File: src/rtl/rsq_pkg.sv
// Package: shared constants and helpers for the reset sequencer.
// Assumes: hold period is at least one cycle.
package rsq_pkg;

    // Default synchronizer depth for all asynchronous flags.
    localparam int unsigned RSQ_SYNC_STAGES = 2;

    // Width of a counter that must hold values 0..limit inclusive.
    function automatic int unsigned rsq_cnt_width(input int unsigned limit);
        int unsigned w;
        w = $clog2(limit + 1);
        return (w < 1) ? 1 : w;
    endfunction

endpackage

File: src/rtl/rsq_sync.sv
// Module: multi-bit flop chain synchronizer, one independent chain per bit.
// Assumes: each bit changes at most once per clock; bits are unrelated.
module rsq_sync #(
    parameter int unsigned WIDTH   = 1,
    parameter int unsigned STAGES  = rsq_pkg::RSQ_SYNC_STAGES,
    parameter logic        RST_VAL = 1'b0
) (
    input  logic             clk,
    input  logic             rst_n,
    input  logic [WIDTH-1:0] d_i,
    output logic [WIDTH-1:0] q_o
);
    localparam int unsigned LAST = STAGES - 1;

    logic [WIDTH-1:0] stage_q [STAGES];

    genvar s;
    generate
        for (s = 0; s < STAGES; s++) begin : g_stage
            if (s == 0) begin : g_first
                // Purpose: capture the raw input into the first stage.
                always_ff @(posedge clk) begin
                    if (!rst_n) stage_q[0] <= {WIDTH{RST_VAL}};
                    else        stage_q[0] <= d_i;
                end
            end else begin : g_next
                // Purpose: shift the value one stage further along the chain.
                always_ff @(posedge clk) begin
                    if (!rst_n) stage_q[s] <= {WIDTH{RST_VAL}};
                    else        stage_q[s] <= stage_q[s-1];
                end
            end
        end
    endgenerate

    assign q_o = stage_q[LAST];

endmodule

File: src/rtl/rsq_fault_qual.sv
// Module: masks the synchronized supply flags with the channel enables and
// reduces them to a single fault bit.
// Assumes: flags are already synchronous; enables are quasi-static.
module rsq_fault_qual #(
    parameter int unsigned NUM_SUPPLIES = 3
) (
    input  logic [NUM_SUPPLIES-1:0] ok_s_i,
    input  logic [NUM_SUPPLIES-1:0] en_i,
    output logic                    fault_o
);
    logic [NUM_SUPPLIES-1:0] low_vec;

    genvar c;
    generate
        for (c = 0; c < NUM_SUPPLIES; c++) begin : g_chan
            // A channel reports low only when it is monitored.
            assign low_vec[c] = en_i[c] & ~ok_s_i[c];
        end
    endgenerate

    // Purpose: any monitored channel below threshold counts as a fault.
    always_comb begin
        fault_o = |low_vec;
    end

endmodule

File: src/rtl/rsq_hold_timer.sv
// Module: saturating hold counter. It is cleared whenever clear_i is high,
// counts up otherwise and stops at HOLD_CYCLES, where done_o rises.
// Assumes: HOLD_CYCLES >= 1.
module rsq_hold_timer #(
    parameter int unsigned HOLD_CYCLES = 1000
) (
    input  logic clk,
    input  logic rst_n,
    input  logic clear_i,
    output logic done_o
);
    localparam int unsigned CW = rsq_pkg::rsq_cnt_width(HOLD_CYCLES);
    localparam logic [CW-1:0] TERM = CW'(HOLD_CYCLES);
    localparam logic [CW-1:0] TERM_M1 = CW'(HOLD_CYCLES - 1);

    logic [CW-1:0] cnt_q;
    logic          at_term;

    assign at_term = (cnt_q == TERM);

    // Purpose: clear on request, count while quiet, stop at terminal count.
    always_ff @(posedge clk) begin
        if (!rst_n)       cnt_q <= '0;
        else if (clear_i) cnt_q <= '0;
        else if (!at_term) cnt_q <= cnt_q + CW'(1);
    end

    assign done_o = at_term;

    // the counter never passes its terminal count.
    a_r7_no_overflow: assert property (@(posedge clk) disable iff (!rst_n)
        cnt_q <= TERM);

    // once at terminal count and not cleared, it stays there.
    a_r7_saturate: assert property (@(posedge clk) disable iff (!rst_n)
        (at_term && !clear_i) |=> at_term);

    // a clear request always leaves the count at zero.
    a_r3_clear_zeroes: assert property (@(posedge clk) disable iff (!rst_n)
        clear_i |=> (cnt_q == '0));

    // done can only rise from one below terminal with no clear.
    a_r2_full_period: assert property (@(posedge clk) disable iff (!rst_n)
        $rose(done_o) |-> ($past(cnt_q) == TERM_M1 && !$past(clear_i)));

endmodule

File: src/rtl/rsq_reset_sequencer.sv
// Module: top of the multi-supply reset sequencer. It synchronizes the rail
// flags and the hard-reset request, qualifies the flags with the enable mask,
// and holds system reset until the hold timer has run a full clean period.
// Assumes: chan_en_i is quasi-static; inputs change at most once per clock.
module rsq_reset_sequencer #(
    parameter int unsigned NUM_SUPPLIES = 3,
    parameter int unsigned HOLD_CYCLES  = 1000,
    parameter int unsigned SYNC_STAGES  = rsq_pkg::RSQ_SYNC_STAGES
) (
    input  logic                    clk,
    input  logic                    rst_n,
    input  logic [NUM_SUPPLIES-1:0] supply_ok_i,
    input  logic [NUM_SUPPLIES-1:0] chan_en_i,
    input  logic                    hard_req_i,
    output logic                    sys_rst_n_o,
    output logic                    sys_rst_o,
    output logic                    supply_fault_o
);
    logic [NUM_SUPPLIES-1:0] ok_s;
    logic                    req_s;
    logic                    fault;
    logic                    hold_done;
    logic                    rst_active;

    // Rail flags reset to "not ok", so reset starts asserted.
    rsq_sync #(
        .WIDTH  (NUM_SUPPLIES),
        .STAGES (SYNC_STAGES),
        .RST_VAL(1'b0)
    ) u_sync_ok (
        .clk  (clk),
        .rst_n(rst_n),
        .d_i  (supply_ok_i),
        .q_o  (ok_s)
    );

    rsq_sync #(
        .WIDTH  (1),
        .STAGES (SYNC_STAGES),
        .RST_VAL(1'b0)
    ) u_sync_req (
        .clk  (clk),
        .rst_n(rst_n),
        .d_i  (hard_req_i),
        .q_o  (req_s)
    );

    rsq_fault_qual #(
        .NUM_SUPPLIES(NUM_SUPPLIES)
    ) u_qual (
        .ok_s_i (ok_s),
        .en_i   (chan_en_i),
        .fault_o(fault)
    );

    rsq_hold_timer #(
        .HOLD_CYCLES(HOLD_CYCLES)
    ) u_timer (
        .clk    (clk),
        .rst_n  (rst_n),
        .clear_i(fault | req_s),
        .done_o (hold_done)
    );

    // Purpose: reset is active on a live fault, a live request or an unexpired hold.
    always_comb begin
        rst_active = fault | req_s | ~hold_done;
    end

    assign sys_rst_o      = rst_active;
    assign sys_rst_n_o    = ~rst_active;
    assign supply_fault_o = fault;

    // release only follows a cycle with no fault and no request.
    a_r2_release_clean: assert property (@(posedge clk) disable iff (!rst_n)
        $fell(sys_rst_o) |-> ($past(!supply_fault_o) && $past(!req_s)));

    // a synchronized fault means the timer is not done on the next cycle.
    a_r1_fault_blocks_timer: assert property (@(posedge clk) disable iff (!rst_n)
        supply_fault_o |=> !hold_done);

    // a synchronized request means the timer is not done on the next cycle.
    a_r5_req_blocks_timer: assert property (@(posedge clk) disable iff (!rst_n)
        req_s |=> !hold_done);

endmodule

File: config.mk
export PLATFORM = sky130hd
export DESIGN_NAME = rsq_reset_sequencer
export DESIGN_NICKNAME = d
export VERILOG_FILES = /design/src/rtl/rsq_pkg.sv /design/src/rtl/rsq_sync.sv /design/src/rtl/rsq_fault_qual.sv /design/src/rtl/rsq_hold_timer.sv /design/src/rtl/rsq_reset_sequencer.sv
export SDC_FILE = /design/constraint.sdc
export NUM_CORES = 1
export LEC_CHECK = 0
export ABC_CLOCK_PERIOD_IN_PS = 3800
export BUFFER_PORTS_ARGS = -buffer_cell sky130_fd_sc_hd__buf_2
export CORE_UTILIZATION = 35
export CTS_CLUSTER_DIAMETER = 200
export CTS_CLUSTER_SIZE = 12
export DETAILED_ROUTE_END_ITERATION = 8
export HOLD_SLACK_MARGIN = 0.12
export PLACE_DENSITY = 0.6
export SETUP_SLACK_MARGIN = 0.02
export SLEW_MARGIN = 20
export SYNTH_ARGS = -nofsm -noshare
export SYNTH_HDL_FRONTEND = slang
export SYNTH_SLANG_ARGS = --single-unit
export TNS_END_PERCENT = 5
File: constraint.sdc
create_clock -name clk -period 3.8 [get_ports clk]
set_input_delay 0.76 -clock clk [delete_from_list [all_inputs] [get_ports clk]]
set_output_delay 0.76 -clock clk [all_outputs]
set_load 0.02 [all_outputs]
### Word-level counts from Yosys, hierarchy flattened

Memories as Yosys holds them, arrays and structs flattened.
Cells that the tools add are included.

| word-level totals | value |
|---|---|
| bits in latches | 0 |
| output and inout bits | 3 |
| register bits after elaboration | 10 |
| bits of input ports | 9 |
| ROM bits | 0 |
| memories kept | 2 |
| bits in writable memories | 8 |

Memories:

| memory | depth | width | rd ports | clocked after Yosys merged registers in | write ports | RTL line | text |
|---|---|---|---|---|---|---|---|
| u_sync_ok.stage_q | 2 | 3 | 2 | 0 | 2 | rsq_sync.sv:15 | `logic [WIDTH-1:0] stage_q [STAGES];` |
| u_sync_req.stage_q | 2 | 1 | 2 | 0 | 2 | rsq_sync.sv:15 |  |

| operators by class | value |
|---|---|
| multiply operators | 0 |
| shift operators | 0 |
| div/mod/pow operators | 0 |
| muxes and demuxes | 6 |
| reduce and logical (&&, ||, !) cells | 2 |
| equal/unequal tests | 1 |
| order comparisons | 0 |
| add/sub/neg operators | 1 |
| bitwise gates (word level) | 15 |

Operators by type and width:

| cell | number |
|---|---|
| adder 10 x 1 -> 10 bit, second input constant | 1 |
| equality test 10 bit, second input constant | 1 |
| two-way mux 3 bit | 2 |
| NOT 1 bit | 6 |
| bitwise OR 1 bit | 6 |
| two-way mux 1 bit | 4 |
| AND 1 bit | 3 |
| OR reduction 3 bit | 1 |
| OR reduction 2 bit | 1 |

### Depth between registers and ports, before layout

| logic depth | value |
|---|---|
| depth in word-level cells | 6 |
| gate-level depth with buffers | 5 |
| gate-level depth less buffers | 5 |

### Cells and area by module

A second synthesis with hierarchy kept.

| unflattened totals | value |
|---|---|
| cell total of the unflattened synthesis | 80 |
| area, all modules | 774.5 um^2 |

By module, submodules not included:

| module | cells an instance | area an instance (um^2) | seq. area each (um^2) | instances |
|---|---|---|---|---|
| rsq_hold_timer | 57 | 513.0 | 200.2 | 1 |
| rsq_sync at u_sync_ok | 12 | 157.7 | 120.1 | 1 |
| rsq_sync at u_sync_req | 4 | 52.6 | 40.0 | 1 |
| rsq_fault_qual | 4 | 28.8 | 0.0 | 1 |
| rsq_reset_sequencer | 3 | 22.5 | 0.0 | 1 |

### Worst setup path after synthesis

OpenSTA, ideal clock, no wires.

| timing | value |
|---|---|
| kind | input to output |
| start | in chan_en_i[1] |
| end | out sys_rst_n_o |
| setup slack | 1.418 ns |
| stages on the path | 3 |
| arrival | 1.622 ns |
| cells stage by stage | nand2b_1 -> nand3_1 -> nor3_1 |

| on the way | value |
|---|---|
| word-level cells in the longest chain between the ends | 5 |

Ends and longest elaborated chain:

| element | RTL line | text |
|---|---|---|
| start: declaration | rsq_reset_sequencer.sv:13 | `input logic [NUM_SUPPLIES-1:0] chan_en_i,` |
| AND 1 bit | rsq_fault_qual.sv:17 | `assign low_vec[c] = en_i[c] & ~ok_s_i[c];` |
| OR reduction 3 bit | rsq_fault_qual.sv:23 | `fault_o = \|low_vec;` |
| named net supply_fault_o | rsq_reset_sequencer.sv:17 | `output logic supply_fault_o` |
| bitwise OR 1 bit (2 in a row) | rsq_reset_sequencer.sv:67 | `rst_active = fault \| req_s \| ~hold_done;` |
| NOT 1 bit | rsq_reset_sequencer.sv:71 | `assign sys_rst_n_o = ~rst_active;` |
| end: declaration | rsq_reset_sequencer.sv:15 | `output logic sys_rst_n_o,` |

The timed path passes the listed nets, and every way through them passes these cells.

### Worst setup path in the final report

| timing | value |
|---|---|
| start | reg u_timer.cnt_q[0] |
| end | out sys_rst_o |

| on the way | value |
|---|---|
| word-level cells in the longest chain between the ends | 3 |

Ends and longest elaborated chain:

| element | RTL line | text |
|---|---|---|
| start: declaration | rsq_hold_timer.sv:16 | `logic [CW-1:0] cnt_q;` |
| start signal: assignment | rsq_hold_timer.sv:25 | `else if (!at_term) cnt_q <= cnt_q + CW'(1);` |
| equality test 10 bit | rsq_hold_timer.sv:19 | `assign at_term = (cnt_q == TERM);` |
| NOT 1 bit | rsq_reset_sequencer.sv:67 |  |
| bitwise OR 1 bit | rsq_reset_sequencer.sv:67 |  |
| end: declaration | rsq_reset_sequencer.sv:16 | `output logic sys_rst_o,` |

No other way between the ends.

==> impl_metrics.toml <==
[synthesis]
async_flop_share = 0
synth-seq-cells = 18
ys_seq_area_frac = 0.475
yosys_warnings = 0
syn_area_um2 = 758
synth_top_area_share = 0.475
synth_ff_type = "dfxtp_1"
synth.most_common_cell = "dfxtp_1"
synth_area_leader_cell = "dfxtp_1"
synth_cells = 81
ys_top_cells_by_count = "dfxtp_1 (18), and2_1 (8), a21oi_1 (7)"
syn_nets = 92
synth-edff-count = 0
yosys.cell_types.count = 25
synth_area_leaders = "dfxtp_1 (48%), and2_1 (6.6%), a21oi_1 (4.6%), nand3_1 (4.0%), ha_1 (3.3%)"
avgSynthCellArea_um2 = 9.36

[drt]
dr_total_vias = 624
routed_wl_um = 1330
first_pass_iters = 4
wire_per_inst_um = 10.8
via_per_inst = 5.07
drc_errors = 0
ant_nets = 0
drtIter0Drc = 9

[place]
placed_cell_area_um2 = 847
gp_congestion = 0.757
place_hpwl_um = 954
port-buffer-count = 11

[setup_path]
cp_cell_sequence = "inv_1 -> ha_1 -> and4bb_2 -> nand3_1 -> or3_1 -> buf_2"
crit_required_ns = 3.04
slowest_delay_ns = 0.37
path_max_fanout = 5
cp-end-kind = "output port"
crit_path_top_delay_cell = "dfxtp_1"
critical_path.startpoint_type = "flop"
path_class = "flop to output port"
r2r_cells = 4
arrival_ns = 1.74

[sta]
tightest_slew_ns = 0.414
max_freq_mhz = 399
period_minus_slack_ns = 2.50
rsz0062_at_grt = "no"
hold_viol = 0
setup_tns_ns = 0
maxSlewHeadroom = 0.723
maxSlewViolCount = 0
finalCritPeriodShare = 0.659
setup_violations = 0
clock_skew_ns = 0.00529

[hold_path]
hp-class = "flop to flop"
hold_depth = 1

[final_layout]
final-seq-area_um2 = 360
multi_input_area_um2 = 379
fin_nets = 108
drive_gt1_frac = 0.198
syn_to_final_growth_pct = 16.5
final_area_um2 = 883
fill_cells = 215
antenna_cells = 0

[cts]
cts_root_buf = "clkbuf_4"
tritoncts = "done"
clk_path_buf_depth = 2
post-cts-setup-buffers = 0
cts.sinks = 18
clkTransAtPathRegs_ns = 0.11
cts_resized = 0
numCtsBuffers = 3
h-tree-depth = 1
hold_buffers = 0
clk_latency_ns = 0.29

[flow_run]
maxCapViolations = 0

[power]
leakage_nw = 0.306
pwr_density_cell_nw_per_um2 = 370
power_mw = 0.327
ir_drop_mv = 0.165

[floorplanning]
core_area_um2 = 2000
start_util = 0.379
dieArea_um2 = 2360
die_x_um = 48.5
fp-row-count = 16
chipHeight_um = 48.5
num_io_pins = 12

[grt]
grt_pass1_wl_um = 2370
antenna_found_initial = 0
grtUsageTotal = 0.130
grt_pass1_vias = 612
grt_max_degree = 11
overflow = 0

[run_status]
outcome = "completed"
[layout make-up]
class / instances / share of cell area
clock buffer: 4 / 0.0411
multi-input combinational: 58 / 0.429
inverter: 5 / 0.0212
timing repair buffer: 11 / 0.0623
sequential: 18 / 0.408
tap: 27 / 0.0382
[path summary, 6_finish.rpt]
check / startpoint / endpoint / slack, ns
max reg2reg: u_timer.cnt_q[1] / u_timer.cnt_q[6] / 2.44
max: u_timer.cnt_q[0] / sys_rst_o / 1.30
min reg2reg: u_sync_req.stage_q[0] / u_sync_req.stage_q[1] / 0.43
min: u_sync_req.stage_q[0] / u_sync_req.stage_q[1] / 0.43
[sequential cells by signal, indices dropped and copies added (netlist names)]
name / flops
u_sync_ok.stage_q: 6
u_sync_req.stage_q: 2
u_timer.cnt_q: 10
[power breakdown]
part	total, mW	switching [mW]	internal, mW
clock network	0.118	0.0595	0.0584
logic	0.0146	0.00718	0.00746
registers	0.195	0.00160	0.193
[cells in the final DEF (no fill, tap or decap), types with 2 or more instances in the layout]
cell type	netlist	final
nand2b_1	4	4
ha_1	2	2
nand3_1	6	6
inv_1	5	5
nor3_1	2	2
or4_1	2	2
dfxtp_1	18	18
xor2_1	2	2
and2_1	8	8
a21oi_1	7	7
o21ai_0	3	3
clkbuf_4	0	3
nand4_1	3	3
nand2_1	2	2
buf_2	0	11
or3_1	3	3
o31ai_1	3	3
nor2_1	2	2
[metal layers]
layer,vias up,track usage,part of all wire
met1,282,0.146,0.46
met4,0,0.108,0.026
met5,-,0,0
li1,327,-,-
met2,11,0.218,0.48
met3,4,0.0189,0.025
[metrics by stage]
step,setup WS [ns],cells,hold slack [ns],utilization
global route,1.21,123,0.457,0.441
floorplan,1.42,81,0.412,-
CTS,1.28,123,0.437,0.441
detailed placement,1.47,119,0.418,0.423
global placement,1.50,119,0.416,0.423
finish,1.30,123,0.434,0.441
[critical path: cells and delay by family (launching register included)]
family | cells | cell delay [ns]
flip-flops | 1 | 0.37
buffers and inverters | 2 | 0.25
adder cells (fa/ha/maj) | 1 | 0.17
AND/OR/NAND/NOR | 3 | 0.66
[logic make-up (layout without fill, tap and decap cells)]
| logic type | after synthesis | in the layout | synth area share |
|---|---|---|---|
| compound gates | 15 | 15 | 0.116 |
| xor+xnor | 2 | 2 | 0.0231 |
| fa+ha+maj | 2 | 2 | 0.0330 |
| simple gates | 39 | 39 | 0.328 |
| flops | 18 | 18 | 0.475 |
| buf+inv | 5 | 20 | 0.0248 |
Note: power is estimated with default switching activity, not from simulation.
